==> src/rtl/flush_scan_pkg.sv <==
package flush_scan_pkg;

   function automatic bit fs_is_pow2(input int v);
      return (v > 0) && ((v & (v - 1)) == 0);
   endfunction

   function automatic int fs_width(input int v);
      return (v > 1) ? $clog2(v) : 1;
   endfunction

endpackage

==> src/rtl/flush_scan_cursor.sv <==
module flush_scan_cursor #(
   parameter int NUM_ENTRIES = 128,
   localparam int IDX_W = $clog2(NUM_ENTRIES)
) (
   input  logic             clk,
   input  logic             rst_n,
   input  logic             clear,
   input  logic             advance,
   output logic [IDX_W-1:0] idx,
   output logic             last
);
   localparam logic [IDX_W-1:0] LAST_IDX = IDX_W'(NUM_ENTRIES - 1);

   always_ff @(posedge clk) begin
      if (!rst_n)       idx <= '0;
      else if (clear)   idx <= '0;
      else if (advance) idx <= idx + 1'b1;
   end

   assign last = (idx == LAST_IDX);
endmodule

==> src/rtl/flush_scan_match.sv <==
module flush_scan_match #(
   parameter int WORD_W     = 32,
   parameter int PID_W      = 8,
   parameter int PAGE_SHIFT = 13,
   parameter int VALID_BIT  = 3,
   parameter int GLOBAL_BIT = 4
) (
   input  logic [WORD_W-1:0] ent_hi,
   input  logic [WORD_W-1:0] ent_lo,
   input  logic [PID_W-1:0]  pid,
   output logic              hit,
   output logic [WORD_W-1:0] page_addr
);
   localparam int VPN_W = WORD_W - PAGE_SHIFT;

   logic             ent_valid;
   logic             ent_global;
   logic [PID_W-1:0] ent_pid;
   logic [VPN_W-1:0] ent_vpn;

   assign ent_valid  = ent_lo[VALID_BIT];
   assign ent_global = ent_lo[GLOBAL_BIT];
   assign ent_pid    = ent_hi[PID_W-1:0];
   assign ent_vpn    = ent_hi[WORD_W-1:PAGE_SHIFT];

   assign hit       = ent_valid && !ent_global && (ent_pid == pid);
   assign page_addr = {ent_vpn, {PAGE_SHIFT{1'b0}}};
endmodule

==> src/rtl/pid_flush_scanner.sv <==
module pid_flush_scanner
   import flush_scan_pkg::*;
#(
   parameter int WORD_W     = 32,
   parameter int PID_REG_W  = 32,
   parameter int PID_W      = 8,
   parameter int PAGE_SHIFT = 13,
   parameter int NUM_TLBS   = 2,
   parameter int NUM_WAYS   = 4,
   parameter int NUM_SETS   = 16,
   parameter int VALID_BIT  = 3,
   parameter int GLOBAL_BIT = 4,
   localparam int TLB_W = fs_width(NUM_TLBS),
   localparam int WAY_W = fs_width(NUM_WAYS),
   localparam int SET_W = fs_width(NUM_SETS)
) (
   input  logic              clk,
   input  logic              rst_n,
   input  logic              start,
   input  logic [PID_REG_W-1:0] start_pid,
   output logic              busy,
   output logic              done,
   output logic [TLB_W-1:0]  rd_tlb,
   output logic [WAY_W-1:0]  rd_way,
   output logic [SET_W-1:0]  rd_set,
   input  logic [WORD_W-1:0] rd_hi,
   input  logic [WORD_W-1:0] rd_lo,
   output logic              inv_valid,
   input  logic              inv_ready,
   output logic [WORD_W-1:0] inv_addr
);
   localparam int NUM_ENTRIES = NUM_TLBS * NUM_WAYS * NUM_SETS;
   localparam int IDX_W       = $clog2(NUM_ENTRIES);

   // elaboration-time parameter checks
   if (!fs_is_pow2(NUM_TLBS) || !fs_is_pow2(NUM_WAYS) || !fs_is_pow2(NUM_SETS)) begin : g_bad_geom
      $error("TLB geometry must be powers of two");
   end
   if (NUM_WAYS < 2 || NUM_SETS < 2) begin : g_bad_small
      $error("NUM_WAYS and NUM_SETS must be at least 2");
   end
   if (PID_W > PID_REG_W || PID_W >= PAGE_SHIFT || PAGE_SHIFT >= WORD_W) begin : g_bad_fields
      $error("field widths inconsistent");
   end
   if (VALID_BIT >= WORD_W || GLOBAL_BIT >= WORD_W || VALID_BIT == GLOBAL_BIT) begin : g_bad_flags
      $error("flag bit positions invalid");
   end

   logic             busy_q;
   logic             done_q;
   logic [PID_W-1:0] pid_q;
   logic [IDX_W-1:0] idx;
   logic             last;
   logic             hit;
   logic             advance;
   logic             accept;
   logic [WORD_W-1:0] page_addr;

   assign accept  = start && !busy_q;
   assign advance = busy_q && (!hit || inv_ready);

   always_ff @(posedge clk) begin
      if (!rst_n) begin
         busy_q <= 1'b0;
         done_q <= 1'b0;
         pid_q  <= '0;
      end else begin
         done_q <= advance && last;
         if (accept) begin
            busy_q <= 1'b1;
            pid_q  <= start_pid[PID_W-1:0];
         end else if (advance && last) begin
            busy_q <= 1'b0;
         end
      end
   end

   flush_scan_cursor #(.NUM_ENTRIES(NUM_ENTRIES)) u_cursor (
      .clk     (clk),
      .rst_n   (rst_n),
      .clear   (accept),
      .advance (advance),
      .idx     (idx),
      .last    (last)
   );

   flush_scan_match #(
      .WORD_W     (WORD_W),
      .PID_W      (PID_W),
      .PAGE_SHIFT (PAGE_SHIFT),
      .VALID_BIT  (VALID_BIT),
      .GLOBAL_BIT (GLOBAL_BIT)
   ) u_match (
      .ent_hi    (rd_hi),
      .ent_lo    (rd_lo),
      .pid       (pid_q),
      .hit       (hit),
      .page_addr (page_addr)
   );

   // index layout: {tlb, way, set}, set innermost
   assign rd_set = idx[SET_W-1:0];
   assign rd_way = idx[SET_W +: WAY_W];
   if (NUM_TLBS > 1) begin : g_multi_tlb
      assign rd_tlb = idx[SET_W+WAY_W +: TLB_W];
   end else begin : g_single_tlb
      assign rd_tlb = '0;
   end

   assign busy      = busy_q;
   assign done      = done_q;
   assign inv_valid = busy_q && hit;
   assign inv_addr  = page_addr;
endmodule

==> config.mk <==
export PLATFORM = sky130hd
export DESIGN_NAME = pid_flush_scanner
export DESIGN_NICKNAME = d
export VERILOG_FILES = /design/src/rtl/flush_scan_pkg.sv /design/src/rtl/flush_scan_cursor.sv /design/src/rtl/flush_scan_match.sv /design/src/rtl/pid_flush_scanner.sv
export SDC_FILE = /design/constraint.sdc
export NUM_CORES = 1
export LEC_CHECK = 0
export ABC_AREA = 1
export CAP_MARGIN = 20
export CORE_MARGIN = 3
export CORE_UTILIZATION = 40
export CTS_BUF_LIST = sky130_fd_sc_hd__clkbuf_16
export DETAILED_ROUTE_END_ITERATION = 10
export DONT_BUFFER_PORTS = 1
export GPL_ROUTABILITY_DRIVEN = 0
export PLACE_DENSITY_LB_ADDON = 0.1
export SKIP_LAST_GASP = 1
export SYNTH_ARGS = -nofsm -noshare
export SYNTH_HDL_FRONTEND = slang
export SYNTH_SLANG_ARGS = --single-unit
==> constraint.sdc <==
create_clock -name clk -period 2.2 [get_ports clk]
set_clock_uncertainty 0.15 [all_clocks]
set_input_delay 0.11 -clock clk [delete_from_list [all_inputs] [get_ports clk]]
set_output_delay 0.11 -clock clk [all_outputs]
set_load 0.01 [all_outputs]
Word level (Yosys, flattened, before mapping)
Cells that the tools add are included.
W data, S select, Z words.

word-level totals
  register bits = 17
  input port bits = 100
  output and inout bits = 42
  logic and storage cells = 22

cells by class
  add/sub/neg operators = 1
  equality and inequality tests = 2
  mux-type cells = 2
  bitwise gates (word level) = 1
  reductions and logical operators = 12

operators with widths
  cell                   number
  $eq A8 B8 Y1           1
  $add A7 B1 Y7 const B  1
  $eq A7 B7 Y1 const B   1
  $logic_and A1 B1 Y1    6
  $logic_not A1 Y1       3
  $mux W1                2
  $reduce_bool A2 Y1     1
  $reduce_or A2 Y1       1
  $logic_or A1 B1 Y1     1
  $not A1 Y1             1

Depth between registers and ports, before layout
  depth in word-level cells = 9
  depth in mapped cells = 11
  gate-level depth less buffers = 11

Modules after synthesis
From an unflattened synthesis, not the netlist that was laid out.

unflattened totals
  cell total of the unflattened synthesis = 180
  area, all modules = 1,158.6 sq um

by module, submodules not included
  module             instances  cells each  area each (sq um)  seq. area each (sq um)
  pid_flush_scanner  1          67          442.9              200.2
  flush_scan_match   1          67          391.6              0.0
  flush_scan_cursor  1          46          324.1              140.1

Worst setup path after synthesis
Ideal clock, no wire load.

  path kind = reg2reg
  start = register u_cursor.idx[0]
  end = register u_cursor.idx[6]
  library setup time = 0.070 ns
  arrival = 1.198 ns
  required time = 1.980 ns
  path slack = 0.782 ns
  cell stages (with the launch flop) = 7
  path buffers = 0
  clock period less this slack = 1.418 ns
  cells stage by stage = dfxtp_1 ha_1 nand3_1 nor2_1 xor2_1 nand3_1 a21oi_1

on the way
  cells in the longest elaborated chain, start to end = 1

ends and longest elaborated chain
  item                      RTL line                 RTL
  start: declaration        flush_scan_cursor.sv:9   output logic [IDX_W-1:0] idx,
  start signal: assignment  flush_scan_cursor.sv:17  else if (advance) idx <= idx + 1'b1;
  $add A7 B1 Y7             flush_scan_cursor.sv:17

No other way between the ends.
A chain may end at the register's enable or synchronous reset.

Worst setup path after layout
  start = input port start
  end = register pid_q[6]

on the way
  cells in the longest elaborated chain, start to end = 1

ends and longest elaborated chain
  item                    RTL line                 RTL
  start: declaration      pid_flush_scanner.sv:19  input logic start,
  $logic_and A1 B1 Y1     pid_flush_scanner.sv:59  assign accept = start && !busy_q;
  end signal: assignment  pid_flush_scanner.sv:71  pid_q <= start_pid[PID_W-1:0];
  end: declaration        pid_flush_scanner.sv:51  logic [PID_W-1:0] pid_q;

No other way between the ends.

==> results.toml <==
[outcome]
status = "complete, no violations"

[global_route]
grt_pass1_wl_mm = 3.594
grt_use_total = 0.1355
antenna_found_initial = 0
gr-total-overflow = 0
gr-usage-met2 = 0.1987
met1_usage = 0.1574
grt_busiest_layer = "met2"
grt_max_degree = 15
use_met3 = 0.06536
grt_pass1_vias = 792

[logic_synthesis]
yosys-top-cells-area = "dfxtp_1 (30%), buf_4 (21%), nand2_1 (7.6%)"
synth-seq-area-share = 0.3012
synth_edf_count = 0
syn_area_per_cell_sq_um = 7.106
synthTopCellsByCount = "buf_4 (32), nand2_1 (23), inv_1 (18)"
yosys.cell_types.count = 22
netlist_instances = 159
yosysTopAreaCell = "dfxtp_1"
synth-async-reset-ratio = 0
synth_area_sq_um = 1130
synth_top_area_frac = 0.3012
yosysWarnings = 0
synth.most_common_cell = "buf_4"
ys_ff_latch = 17
synthFlopType = "dfxtp_1"

[clock_network]
clock_sinks = 17
cts_hold_buf = 10
worst_setup_hold_path_clk_slew_ps = 50
htreeDepth = 1
cts_setup_buffers = 0
cts_tree = "built"
post_cts_resized = 0
clockBufferDepth = 2
clock_latency_ps = 250
numCtsBuffers = 3
cts-root-buf = "clkbuf_16"

[worst_setup_path]
critPathMaxFanout = 14
crit_path_cell_trace = "dlygate4sd3_1 > inv_1 > nor2_1 > inv_1 > nor2_1 > nor2_1 > dlygate4sd3_1"
slowest_stage = "dlygate4sd3_1"
cp.arrival_ps = 1860
r2r-start = "busy"
r2r-end = "pid_q[6]"
cp_common_cell = "nor2_1"
critPathCaptureType = "flop"
slowest_delay_ps = 550
rr_worst_depth = 5
rrSetupSlack_ps = 450
crit_path_start_kind = "input port"
required_ps = 2190
worstSetupPathType = "in -> reg"

[sta]
max_freq_mhz = 533.7
maxSlewViolCount = 0
hold_viol_final = 0
fin_crit_ps = 1874
rsz0062_at_grt = "false"
setup_tns_ps = 0
fin_crit_sh = 0.8516
setup_viol = 0

[die]
initial_core_util = 0.4362
core_sq_um = 2590
die_h_um = 59.15
die_w_um = 59.15
floorplan.rows = 18
die_area_sq_um = 3498
pin_count = 142

[pwr]
p_comb_frac = 0.125
p_seq_frac = 0.416
switching_share = 0.2443
clkPwrFrac = 0.459
ir_drop_mv = 0.4094
p_int_mw = 0.6052
power_per_cell_area_nw_per_um2 = 701.8
switchingPower_mw = 0.1957
power_leakage_nw = 0.5233

[layout]
antennaDiodeCount = 0
drive_above_1_share = 0.08553
utilization = 0.4406
area_growth_pct = 0.9963
stdcell_count = 182
nNetsFinal = 254
fillers = 276

[routing]
vias_per_cell = 4.692
route.detailed.drc = 0
postRouteAntennaNets = 0
drt-total-wl_mm = 2.272
dr.pass1.iters = 4
via_count = 854
drt_iter0_drc = 17
wire_per_inst_um = 12.48

[place]
dp_hpwl_mm = 1.707
io_buffer_count = 0
dpl.cell_count = 168

[min_path]
hold_depth = 0
min_path_type = "in -> out"
worstHoldEndpoint = "inv_addr[18]"
hold_start = "rd_hi[18]"

[flow_run]
maxCapViolations = 0
[worst max path at each step]
| stage | end | from | depth (start not counted) | slack [ps] |
|---|---|---|---|---|
| floorplan | u_cursor.idx[6] | u_cursor.idx[0] | 6 | 780 |
| global placement | u_cursor.idx[6] | u_cursor.idx[0] | 6 | 670 |
| detailed placement | u_cursor.idx[6] | u_cursor.idx[0] | 6 | 650 |
| CTS | pid_q[6] | start | 7 | 350 |
| global route | pid_q[6] | start | 7 | 230 |
| finish | pid_q[6] | start | 7 | 330 |
[cell usage in the layout (no fill, tap or decap)]
master,instances
o21ai_0,8
nand2_1,23
nand4_1,1
clkbuf_16,3
nand2_4,1
nor2_2,2
nor2_1,15
nand3_4,1
ha_1,1
dlygate4sd3_1,10
inv_1,19
xnor2_1,3
inv_2,1
or2_2,3
xor2_1,4
nand3b_1,1
conb_1,13
nand3_1,11
buf_4,1
dfxtp_1,17
nand2_2,1
a21oi_1,13
[stage by stage]
stage / instance area [sq um] / setup WS (ps) / power [mW] / hold slack, ps
final: 1141 / 326.4 / 0.8009 / 70.00
after global routing: 1141 / 228.7 / 0.8407 / 70.02
after floorplan: 1175 / 782.0 / 0.4635 / 94.90
after CTS: 1141 / 351.6 / 0.8102 / 70.12
after global placement: 962.2 / 666.4 / 0.4214 / 70.12
after detailed placement: 962.2 / 653.2 / 0.4225 / 70.12
[kinds of logic (layout without fill, tap and decap cells)]
group                    count (synthesis)  in the layout  synth area share
buffers and inverters                   53             34            0.2912
adder cells (fa/ha/maj)                  1              1           0.01107
AND/OR/NAND/NOR                         59             59            0.2459
AO/OA/AOI/OAI                           21             21           0.09302
other                                    1             13          0.003319
flip-flops                              17             17            0.3012
XOR/XNOR                                 7              7           0.05426
[worst max-delay path, delay by kind of cell]
kind,cells,cell delay [ps]
AND/OR/NAND/NOR,3,380
buffers and inverters,4,1370
[layout make-up]
cell class / instances / area [sq um] / area share
clock buffer: 3 / 75.07 / 0.06579
clock inverter: 1 / 3.754 / 0.003289
inverter: 19 / 71.32 / 0.06250
multi-input combinational: 101 / 505.5 / 0.4430
sequential: 17 / 340.3 / 0.2982
tap: 30 / 37.54 / 0.03289
timing repair buffer: 11 / 107.6 / 0.09430
[power by group through the flow]
stage	Combinational [mW]	Clock (mW)	Sequential (mW)
2_1_floorplan	0.125	0	0.339
3_3_place_gp	0.0823	0	0.339
3_5_place_dp	0.0832	0	0.339
4_1_cts	0.0999	0.377	0.333
5_1_grt	0.114	0.391	0.335
6_report	0.100	0.368	0.333
[metal layers]
metal	wire [um]	vias to the layer above	part of all wire
li1	-	437	-
met1	966	359	0.43
met2	941	49	0.41
met3	309	9	0.14
met4	54	0	0.024
met5	0	-	0
[sequential cells by signal (all words and copies together), names as in the netlist]
signal        count
done              1
busy              1
pid_q             8
u_cursor.idx      7
(Power assumes the default switching activity.)
